==> src/rtl/ckey_pkg.sv <==
package ckey_pkg;
  typedef enum logic {
    KEY_ON_SRC = 1'b0,
    KEY_ON_DST = 1'b1
  } key_sel_e;

  localparam logic [1:0] REG_KEY  = 2'd0;
  localparam logic [1:0] REG_MASK = 2'd1;
  localparam logic [1:0] REG_CTRL = 2'd2;
endpackage

==> src/rtl/ckey_cfg.sv <==
module ckey_cfg
  import ckey_pkg::*;
#(
  parameter int PIX_W = 8
) (
  input  logic             clk,
  input  logic             rst,
  input  logic             cfg_we,
  input  logic [1:0]       cfg_addr,
  input  logic [PIX_W-1:0] cfg_wdata,
  input  logic             busy,
  output logic [PIX_W-1:0] key_o,
  output logic [PIX_W-1:0] mask_o,
  output logic             en_o,
  output key_sel_e         sel_o
);
  logic wr_ok;
  assign wr_ok = cfg_we && !busy;

  always_ff @(posedge clk) begin
    if (rst) begin
      key_o  <= '0;
      mask_o <= '1;
      en_o   <= 1'b0;
      sel_o  <= KEY_ON_SRC;
    end else if (wr_ok) begin
      case (cfg_addr)
        REG_KEY:  key_o  <= cfg_wdata;
        REG_MASK: mask_o <= cfg_wdata;
        REG_CTRL: begin
          en_o  <= cfg_wdata[0];
          sel_o <= key_sel_e'(cfg_wdata[1]);
        end
        default: ;
      endcase
    end
  end


  cfg_frozen_busy_chk: assert property (@(posedge clk) disable iff (rst)
    busy |=> ($stable(key_o) && $stable(mask_o) && $stable(en_o) && $stable(sel_o)));
endmodule

==> src/rtl/ckey_match.sv <==
module ckey_match #(
  parameter int PIX_W = 8
) (
  input  logic [PIX_W-1:0] operand,
  input  logic [PIX_W-1:0] key,
  input  logic [PIX_W-1:0] mask,
  output logic             hit
);
  logic [PIX_W-1:0] bit_ok;

  for (genvar i = 0; i < PIX_W; i++) begin : g_bit
    assign bit_ok[i] = !mask[i] || (operand[i] == key[i]);
  end

  assign hit = &bit_ok;
endmodule

==> src/rtl/ckey_stage.sv <==
module ckey_stage #(
  parameter int PIX_W = 8
) (
  input  logic             clk,
  input  logic             rst,
  input  logic             in_valid,
  output logic             in_ready,
  input  logic [PIX_W-1:0] pix_in,
  input  logic             we_in,
  output logic             out_valid,
  input  logic             out_ready,
  output logic [PIX_W-1:0] out_data,
  output logic             out_we
);
  assign in_ready = !out_valid || out_ready;

  always_ff @(posedge clk) begin
    if (rst) begin
      out_valid <= 1'b0;
      out_data  <= '0;
      out_we    <= 1'b0;
    end else if (in_ready) begin
      out_valid <= in_valid;
      out_data  <= pix_in;
      out_we    <= in_valid && we_in;
    end
  end


  stall_hold_chk: assert property (@(posedge clk) disable iff (rst)
    (out_valid && !out_ready) |=> (out_valid && $stable(out_data) && $stable(out_we)));


  we_needs_valid_chk: assert property (@(posedge clk) disable iff (rst)
    out_we |-> out_valid);
endmodule

==> src/rtl/ckey_filter.sv <==
module ckey_filter
  import ckey_pkg::*;
#(
  parameter int PIX_W = 8
) (
  input  logic             clk,
  input  logic             rst,
  input  logic             cfg_we,
  input  logic [1:0]       cfg_addr,
  input  logic [PIX_W-1:0] cfg_wdata,
  input  logic             busy,
  input  logic             in_valid,
  output logic             in_ready,
  input  logic [PIX_W-1:0] in_src,
  input  logic [PIX_W-1:0] in_dst,
  output logic             out_valid,
  input  logic             out_ready,
  output logic [PIX_W-1:0] out_data,
  output logic             out_we
);
  logic [PIX_W-1:0] key, mask, operand;
  logic             en, hit, we_next;
  key_sel_e         sel;

  ckey_cfg #(.PIX_W(PIX_W)) u_cfg (
    .clk(clk), .rst(rst), .cfg_we(cfg_we), .cfg_addr(cfg_addr),
    .cfg_wdata(cfg_wdata), .busy(busy),
    .key_o(key), .mask_o(mask), .en_o(en), .sel_o(sel)
  );

  assign operand = (sel == KEY_ON_DST) ? in_dst : in_src;

  ckey_match #(.PIX_W(PIX_W)) u_match (
    .operand(operand), .key(key), .mask(mask), .hit(hit)
  );

  assign we_next = !(en && hit);

  ckey_stage #(.PIX_W(PIX_W)) u_stage (
    .clk(clk), .rst(rst), .in_valid(in_valid), .in_ready(in_ready),
    .pix_in(in_src), .we_in(we_next), .out_valid(out_valid),
    .out_ready(out_ready), .out_data(out_data), .out_we(out_we)
  );


  disabled_writes_chk: assert property (@(posedge clk) disable iff (rst)
    (in_valid && in_ready && !en) |=> out_we);


  zero_mask_blocks_chk: assert property (@(posedge clk) disable iff (rst)
    (in_valid && in_ready && en && mask == '0) |=> (out_valid && !out_we));


  src_passthru_chk: assert property (@(posedge clk) disable iff (rst)
    (in_valid && in_ready) |=> (out_valid && out_data == $past(in_src)));
endmodule

==> config.mk <==
export PLATFORM = sky130hd
export DESIGN_NAME = ckey_filter
export DESIGN_NICKNAME = d
export VERILOG_FILES = /design/src/rtl/ckey_pkg.sv /design/src/rtl/ckey_cfg.sv /design/src/rtl/ckey_match.sv /design/src/rtl/ckey_stage.sv /design/src/rtl/ckey_filter.sv
export SDC_FILE = /design/constraint.sdc
export NUM_CORES = 1
export LEC_CHECK = 0
export ABC_CLOCK_PERIOD_IN_PS = 2400
export CAP_MARGIN = 20
export CORE_MARGIN = 5
export CORE_UTILIZATION = 47
export DETAILED_ROUTE_END_ITERATION = 16
export PLACE_DENSITY = 0.87
export SYNTH_ARGS = -nofsm -noshare
export SYNTH_HDL_FRONTEND = slang
export SYNTH_SLANG_ARGS = --single-unit
==> constraint.sdc <==
create_clock -name clk -period 2.4 [get_ports clk]
set_input_delay 0.6 -clock clk [delete_from_list [all_inputs] [get_ports clk]]
set_output_delay 0.6 -clock clk [all_outputs]
set_load 0.02 [all_outputs]
Yosys cells after proc, flatten, opt, wreduce, memory -nomap -nowiden
Cells that the tools add are included.
{ "classes": {"n_reduce_logical": 28, "muxes": 1, "n_eq_ne": 10} }
{ "ops": {"columns": ["op", "n"], "rows": [
  ["1-bit zero test", 11],
  ["1-bit logical OR", 9],
  ["1-bit == test", 8],
  ["8-bit 2-to-1 mux", 1],
  ["8-bit AND reduction", 1],
  ["2-bit AND reduction", 3],
  ["1-bit logical AND", 3],
  ["2-bit by 1-bit == test with 1-bit output, second input constant", 1],
  ["2-bit == test, second input constant", 1],
  ["2-bit zero test", 1]
]} }
{ "totals": {"word_cells": 46, "input_bits": 32, "output_inout_bits": 11, "ff_bits": 28} }

Logic depth before layout (Yosys ltp)
Gate-level depths: netlist (run 1).
{ "depth": {"depth_word": 7, "ltp_mapped": 6, "ltp_nobuf": 5} }

By module
Synthesis (run 1) repeated with hierarchy kept, for this count alone.
{ "unflattened": {"cells_unflattened": 144, "hier_area_um2": 1427.6} }
{ "modules_own_cells": {"columns": ["module", "seq_area_each_um2", "area_each_um2", "cells_each", "instances"], "rows": [
  ["ckey_cfg", 360.3, 792.0, 78, 1],
  ["ckey_stage", 200.2, 391.6, 43, 1],
  ["ckey_filter", 0.0, 135.1, 10, 1],
  ["ckey_match", 0.0, 108.9, 13, 1]
]} }

Worst setup path before layout (run 1)
OpenSTA, ideal clock, no wires.
{ "synth_path": {"path_kind": "input-to-output", "start": "input port out_ready", "end": "output port in_ready", "stages": 2, "required_ns": 1.800, "arrival_time_ns": 1.019, "path_slack_ns": 0.781, "path_buffers": 0, "cell_sequence": "nor2b_1 clkinv_1"} }
{ "synth_via": {"elab_chain_len": 1} }
{ "synth_rtl": {"columns": ["element", "line", "text"], "rows": [
  ["start, declared", "ckey_filter.sv:17", "input logic out_ready,"],
  ["1-bit logical OR", "ckey_stage.sv:15", "assign in_ready = !out_valid || out_ready;"],
  ["end, declared", "ckey_filter.sv:13", "output logic in_ready,"]
]} }
Every way passes these cells.

Worst setup path after layout (run 1)
Ends and elaborated chain as after synthesis.

==> key figures, run 1 <==
STA
  • Clock skew: ~6.4 ps
  • Tcrit/Tclk final: 0.916
  • Fin Hold WS: approximately 460 ps
  • Slew margin rel.: 0.658
  • Max frequency: about 460 MHz
  • Final min period: 2200 ps
  • Setup_tns: 0 ps
  • Fin worst setup slack: 203 ps
  • Fin. max-slew vios: 0
  • RSZ-0062 raised after global routing: no
  • Final hold viol count: 0
  • Worst-margin pin slew: between 500 and 600 ps
  • Final setup violating endpoints: 0

Placed design
  • Pre-CTS WS: -27.9 ps
  • GPL Wtd Cong: approximately 0.8
  • Port Buffers: 42
  • DP HPWL: approximately 2400 um
  • Cell count after placement: between 200 and 250
  • Area after DPL: between 1500 and 2000 um2

Drt
  • Met3 routed WL: around 150 um
  • Met2 Routed Length: between 1500 and 2000 um
  • Highest metal used: met4
  • DR pass1 iterations: 6
  • Vias per inst: 5.19
  • WL final: 3030 um
  • Post-DR wirelength/cell: around 14 um
  • M1 WL: 1210 um
  • DR vias: approximately 1100
  • ANT nets after route: 0
  • Initial drt markers: 29
  • Drt drc: 0

Clock network
  • Clock transition at path regs: ~150 ps
  • Post-CTS Setup Bufs: 0
  • Worst-case clock buffer depth: 2
  • Sink Count: 28
  • Worst-Skew Late Latency: between 300 and 400 ps
  • Number of H-tree levels: 1
  • Clock root buffer master: clkbuf_4
  • CTS tree: yes
  • CTS buffer count: 3

Worst setup path
  • Setup crit start kind: primary input
  • FF-to-FF End: u_stage.out_we$_SDFFE_PP0P_
  • Crit path depth: 4
  • Slowest-stage cell, CP: clkdlybuf4s50_1
  • Critical path required time: 1800 ps
  • CP arrival: between 1500 and 2000 ps
  • Setup crit end: in_ready
  • Reg2reg path depth: 4
  • Cell Chain, Critical Path: clkdlybuf4s50_1 -> nor2b_1 -> clkinv_1 -> dlygate4sd2_1
  • FF-to-FF Start: u_cfg.sel_o$_SDFFE_PP0P_
  • CP Class: primary input to output pin
  • CP max FO: 2
  • CP max stage delay: 390 ps
  • Buf/Inv on CP: 3
  • Setup slack, reg-to-reg: 730 ps
  • CP endpoint kind: output pin
  • Worst setup startpoint: out_ready
  • CP delay by family, top: buffers and inverters

Cells and area
  • Share of layout cells above drive strength 1: 0.0476
  • Most frequent cells in the layout: nand2_1 (50), clkdlybuf4s50_1 (41), dfxtp_1 (28)
  • Non-filler cells, final: 219
  • Layout Nets: about 220
  • Final instance area: 1710 um2
  • Commonest non-fill, non-tap cell in the layout: nand2_1
  • Diode count: 0
  • Fill cell count: ~210
  • Multi-input logic area: slightly above 600 um2
  • Register area: approximately 560 um2
  • Layout area overhead: 40.2%

Die
  • DIE AREA: between 3000 and 4000 um2
  • Initial Util: 0.491
  • Core region area: ~2500 um2
  • Die X: slightly above 60 um
  • Die H: ~61 um
  • Row count: 18
  • Ports: between 40 and 50

Global routing
  • Vias in the first global route: ~1200
  • Tot GR Track Use: 0.178
  • First-pass GRT wire length: a little under 5000 um
  • Pin count of the biggest net entering global routing: 19
  • Global route total overflow: 0
  • Initial antenna violation count: 0

Yosys
  • Top cells by area, synth: dfxtp_1 (46%), nand2_1 (15%), mux2i_1 (8.2%)
  • Share of synthesized registers carrying an async set or reset: 0
  • Avg Synthesized Cell Area: 8.34 um2
  • YS warnings: 0
  • Gate Count Post-Synth: 146
  • Synth Net Count: 178
  • Synth top area share: 0.460
  • Post-Syn Area: roughly 1200 um2
  • Post-synthesis sequential area ratio: 0.460
  • Top_reg_cell synth: dfxtp_1
  • Post-synth cell types: 20
  • EDFF count, synth: 0
  • Area leader, netlist: dfxtp_1
  • Yosys reg bits: 28

Power and ir drop
  • Static leakage: ~0.64 nW
  • Power Density: 522 nW/um2
  • Max VDD drop: around 410 uV

Run
  • Max-Cap Viols: 0

Run status
  • Status: finished, final reports clean

Hold path
  • Hold Path Class: flop to flop
  • Min-delay src: u_stage.out_data[2]$_SDFFE_PP0P_
[final cells by class]
| class | instances | share of cell area |
|---|---|---|
| Clock buffer | 4 | 0.0213 |
| Tap cell | 30 | 0.0220 |
| Inverter | 1 | 0.00220 |
| Sequential cell | 28 | 0.328 |
| Multi-Input combinational cell | 110 | 0.363 |
| Timing Repair Buffer | 46 | 0.263 |
[worst min-delay path by stage]
stage	endpoint	slack, ps	cells after the start
4_1_cts	u_stage.out_data[2]$_SDFFE_PP0P_	460	2
3_5_place_dp	u_stage.out_data[2]$_SDFFE_PP0P_	440	2
5_1_grt	u_stage.out_data[5]$_SDFFE_PP0P_	490	2
3_3_place_gp	u_stage.out_data[1]$_SDFFE_PP0P_	440	2
6_report	u_stage.out_data[2]$_SDFFE_PP0P_	460	2
2_1_floorplan	u_cfg.mask_o[2]$_SDFFE_PP1P_	440	2
[metal layers]
| metal | GRT usage | up-vias |
|---|---|---|
| met5 | 0 | - |
| met4 | 0.0960 | 0 |
| met3 | 0.0234 | 8 |
| met2 | 0.322 | 31 |
| met1 | 0.201 | 526 |
| li1 | - | 572 |
[per-stage QoR]
step	util	power (mW)
5_1_grt	0.689	0.938
6_report	0.689	0.891
3_5_place_dp	0.675	0.679
4_1_cts	0.689	0.900
2_1_floorplan	-	0.581
3_3_place_gp	0.675	0.673
[where the power goes]
part | switching (mW) | internal [mW]
Sequential | 0.0117 | 0.485
Combinational | 0.0727 | 0.0984
Clock | 0.131 | 0.0927
Total | 0.216 | 0.676
[logic make-up after synthesis]
logic type      Yosys count  synth area share
buf+inv                   8            0.0308
compound gates           21             0.101
mux                      10            0.0822
xor+xnor                  8            0.0576
flops                    28             0.460
simple gates             71             0.268
[what timing repair did]
item | in CTS | in global routing
hold buffers | 0 | 0
resized for setup | 1 | 0
setup endpoints to repair | 1 | 0
[synthesized netlist by cell type (2+ instances only)]
master,number
nand2_1,50
dfxtp_1,28
a21oi_1,16
mux2i_1,10
nand3b_1,10
xnor2_1,8
clkbuf_1,6
nor2_1,5
a22oi_1,2
[registers in the layout (all words and copies together), names as in the netlist]
register / count
u_cfg.mask_o: 8
u_cfg.key_o: 8
u_cfg.en_o: 1
u_cfg.sel_o: 1
u_stage.out_we: 1
u_stage.out_valid: 1
u_stage.out_data: 8
[worst reg2reg max path: stages (launching register included)]
cell and delay [ps]:
dfxtp_1 670, mux2i_1 280, xnor2_1 100, a222oi_1 400, o211ai_1 120
No activity file was read; power rests on OpenSTA's default activity.
==> inputs of run 2 (changes only) <==
--- a/config.mk
+++ b/config.mk
@@ -11,6 +11,7 @@
 export CORE_UTILIZATION = 47
 export DETAILED_ROUTE_END_ITERATION = 16
 export PLACE_DENSITY = 0.87
+export SETUP_SLACK_MARGIN = 0.3
 export SYNTH_ARGS = -nofsm -noshare
 export SYNTH_HDL_FRONTEND = slang
 export SYNTH_SLANG_ARGS = --single-unit
==> key figures, run 2 (synthesized netlist as in run 1, its figures left out) <==
Placed design
  • Pre-CTS WS: -27.9 ps (unchanged)
  • DP HPWL: 2420 um (unchanged)
  • Cell count after placement: 215 (unchanged)
  • Area after DPL: 1670 um2 (unchanged)
  • GPL Wtd Cong: 0.806 (unchanged)
  • Port Buffers: 42 (unchanged)

Drt
  • Drt drc: 0 (unchanged)
  • WL final: 3040 um (+0.30%)
  • Initial drt markers: 31 (+6.9%)
  • ANT nets after route: 0 (unchanged)
  • Post-DR wirelength/cell: 13.9 um (+0.30%)
  • Vias per inst: 5.22 (+0.62%)
  • DR vias: 1144 (+0.62%)
  • DR pass1 iterations: 6 (unchanged)

Global routing
  • Pin count of the biggest net entering global routing: 19 (unchanged)
  • Global route total overflow: 0 (unchanged)
  • Initial antenna violation count: 0 (unchanged)
  • Tot GR Track Use: 0.178 (unchanged)
  • First-pass GRT wire length: 4910 um (unchanged)
  • Vias in the first global route: 1197 (unchanged)

STA
  • Slew margin rel.: 0.658 (about the same)
  • Worst-margin pin slew: 512 ps (-0.477 ps)
  • Fin worst setup slack: 404 ps (+202 ps)
  • Tcrit/Tclk final: 0.831 (-0.0841)
  • RSZ-0062 raised after global routing: no
  • Fin. max-slew vios: 0 (unchanged)
  • Max frequency: 501 MHz (+10%)
  • Final min period: 2000 ps (-202 ps)
  • Final hold viol count: 0 (unchanged)
  • Final setup violating endpoints: 0 (unchanged)
  • Clock skew: 6.53 ps (+0.144 ps)

Cells and area
  • Non-filler cells, final: 219 (unchanged)
  • Most frequent cells in the layout: nand2_1 (50), clkdlybuf4s50_1 (41), dfxtp_1 (28)
  • Layout area overhead: 40.1% (about the same)
  • Diode count: 0 (unchanged)
  • Post-layout util: 0.688 (about the same)
  • Biggest registers after layout: u_cfg.key_o: 8 flops, u_cfg.mask_o: 8 flops, u_stage.out_data: 8 flops
  • Commonest non-fill, non-tap cell in the layout: nand2_1
  • Fill cell count: 213 (unchanged)
  • Final instance area: 1710 um2 (about the same)
  • Share of layout cells above drive strength 1: 0.0582 (+0.0106)
  • Layout Nets: 222 (unchanged)

Worst setup path
  • Setup crit start kind: primary input
  • Critical path required time: 1800 ps (about the same)
  • CP Class: primary input to output pin
  • CP endpoint kind: output pin
  • CP max FO: 2 (unchanged)
  • CP arrival: 1400 ps (-200 ps)

Die
  • Row count: 18 (unchanged)
  • Ports: 43 (unchanged)
  • Die H: 60.9 um (unchanged)
  • Initial Util: 0.491 (unchanged)
  • Die X: 60.9 um (unchanged)
  • Core region area: 2480 um2 (unchanged)
  • DIE AREA: 3710 um2 (unchanged)

Clock network
  • Worst-Skew Late Latency: 320 ps (about the same)
  • Number of H-tree levels: 1 (unchanged)
  • CTS buffer count: 3 (unchanged)
  • # resized after CTS: 5 (+4)
  • Post-CTS Setup Bufs: 0 (unchanged)
  • Cts hold-fix bufs: 0 (unchanged)
  • Sink Count: 28 (unchanged)
  • Worst-case clock buffer depth: 2 (unchanged)
  • Clock transition at path regs: 150 ps (about the same)
  • CTS tree: yes
  • Clock root buffer master: clkbuf_4

Power and ir drop
  • Max VDD drop: 414 uV (+0.53%)
  • Static leakage: 0.641 nW (about the same)
  • Power Density: 524 nW/um2 (+0.36%)
  • Total power: 894 uW (+0.29%)

Run status
  • Status: finished, final reports clean

Run
  • Max-Cap Viols: 0 (unchanged)

Hold path
  • Hold Path Class: flop to flop
-- run 2: layer usage --
layer | up-vias | wire length [um] | track usage
li1 | 573 | - | -
met1 | 528 | 1210 | 0.201
met2 | 35 | 1610 | 0.322
met3 | 8 | 161 | 0.0234
met4 | 0 | 59 | 0.0960
met5 | - | 0 | 0
-- run 2: final cells by class --
| type | count | area [um2] | area share |
|---|---|---|---|
| Timing Repair Buffer | 46 | 445 | 0.261 |
| Multi-Input combinational cell | 110 | 622 | 0.365 |
| Clock buffer | 4 | 36.3 | 0.0213 |
| Sequential cell | 28 | 561 | 0.329 |
| Inverter | 1 | 3.75 | 0.00220 |
| Tap cell | 30 | 37.5 | 0.0220 |
-- run 2: per-stage QoR --
step           hold slack, ps  setup TNS [ps]
2_1_floorplan             436               0
3_3_place_gp              441               0
3_5_place_dp              444           -27.9
4_1_cts                   463               0
5_1_grt                   495               0
6_report                  460               0
-- run 2: final timing paths --
| path | slack, ps | to | from | depth (start not counted) |
|---|---|---|---|---|
| setup / recovery | 400 | in_ready | out_ready | 4 |
| hold / removal | 460 | u_stage.out_data[2]$_SDFFE_PP0P_ | u_stage.out_data[2]$_SDFFE_PP0P_ | 2 |
| setup reg to reg | 730 | u_stage.out_we$_SDFFE_PP0P_ | u_cfg.sel_o$_SDFFE_PP0P_ | 4 |
| hold reg to reg | 460 | u_stage.out_data[2]$_SDFFE_PP0P_ | u_stage.out_data[2]$_SDFFE_PP0P_ | 2 |
-- run 2: critical path, cell delays in order --
cell	delay (ps)
clkdlybuf4s50_1	410
nor2b_2	130
clkinv_1	90
buf_2	160
-- run 2: power breakdown --
part           total (mW)  switching, mW  internal [mW]
clock network       0.226          0.133         0.0927
logic               0.171         0.0729         0.0984
registers           0.497         0.0117          0.485
total               0.894          0.218          0.676
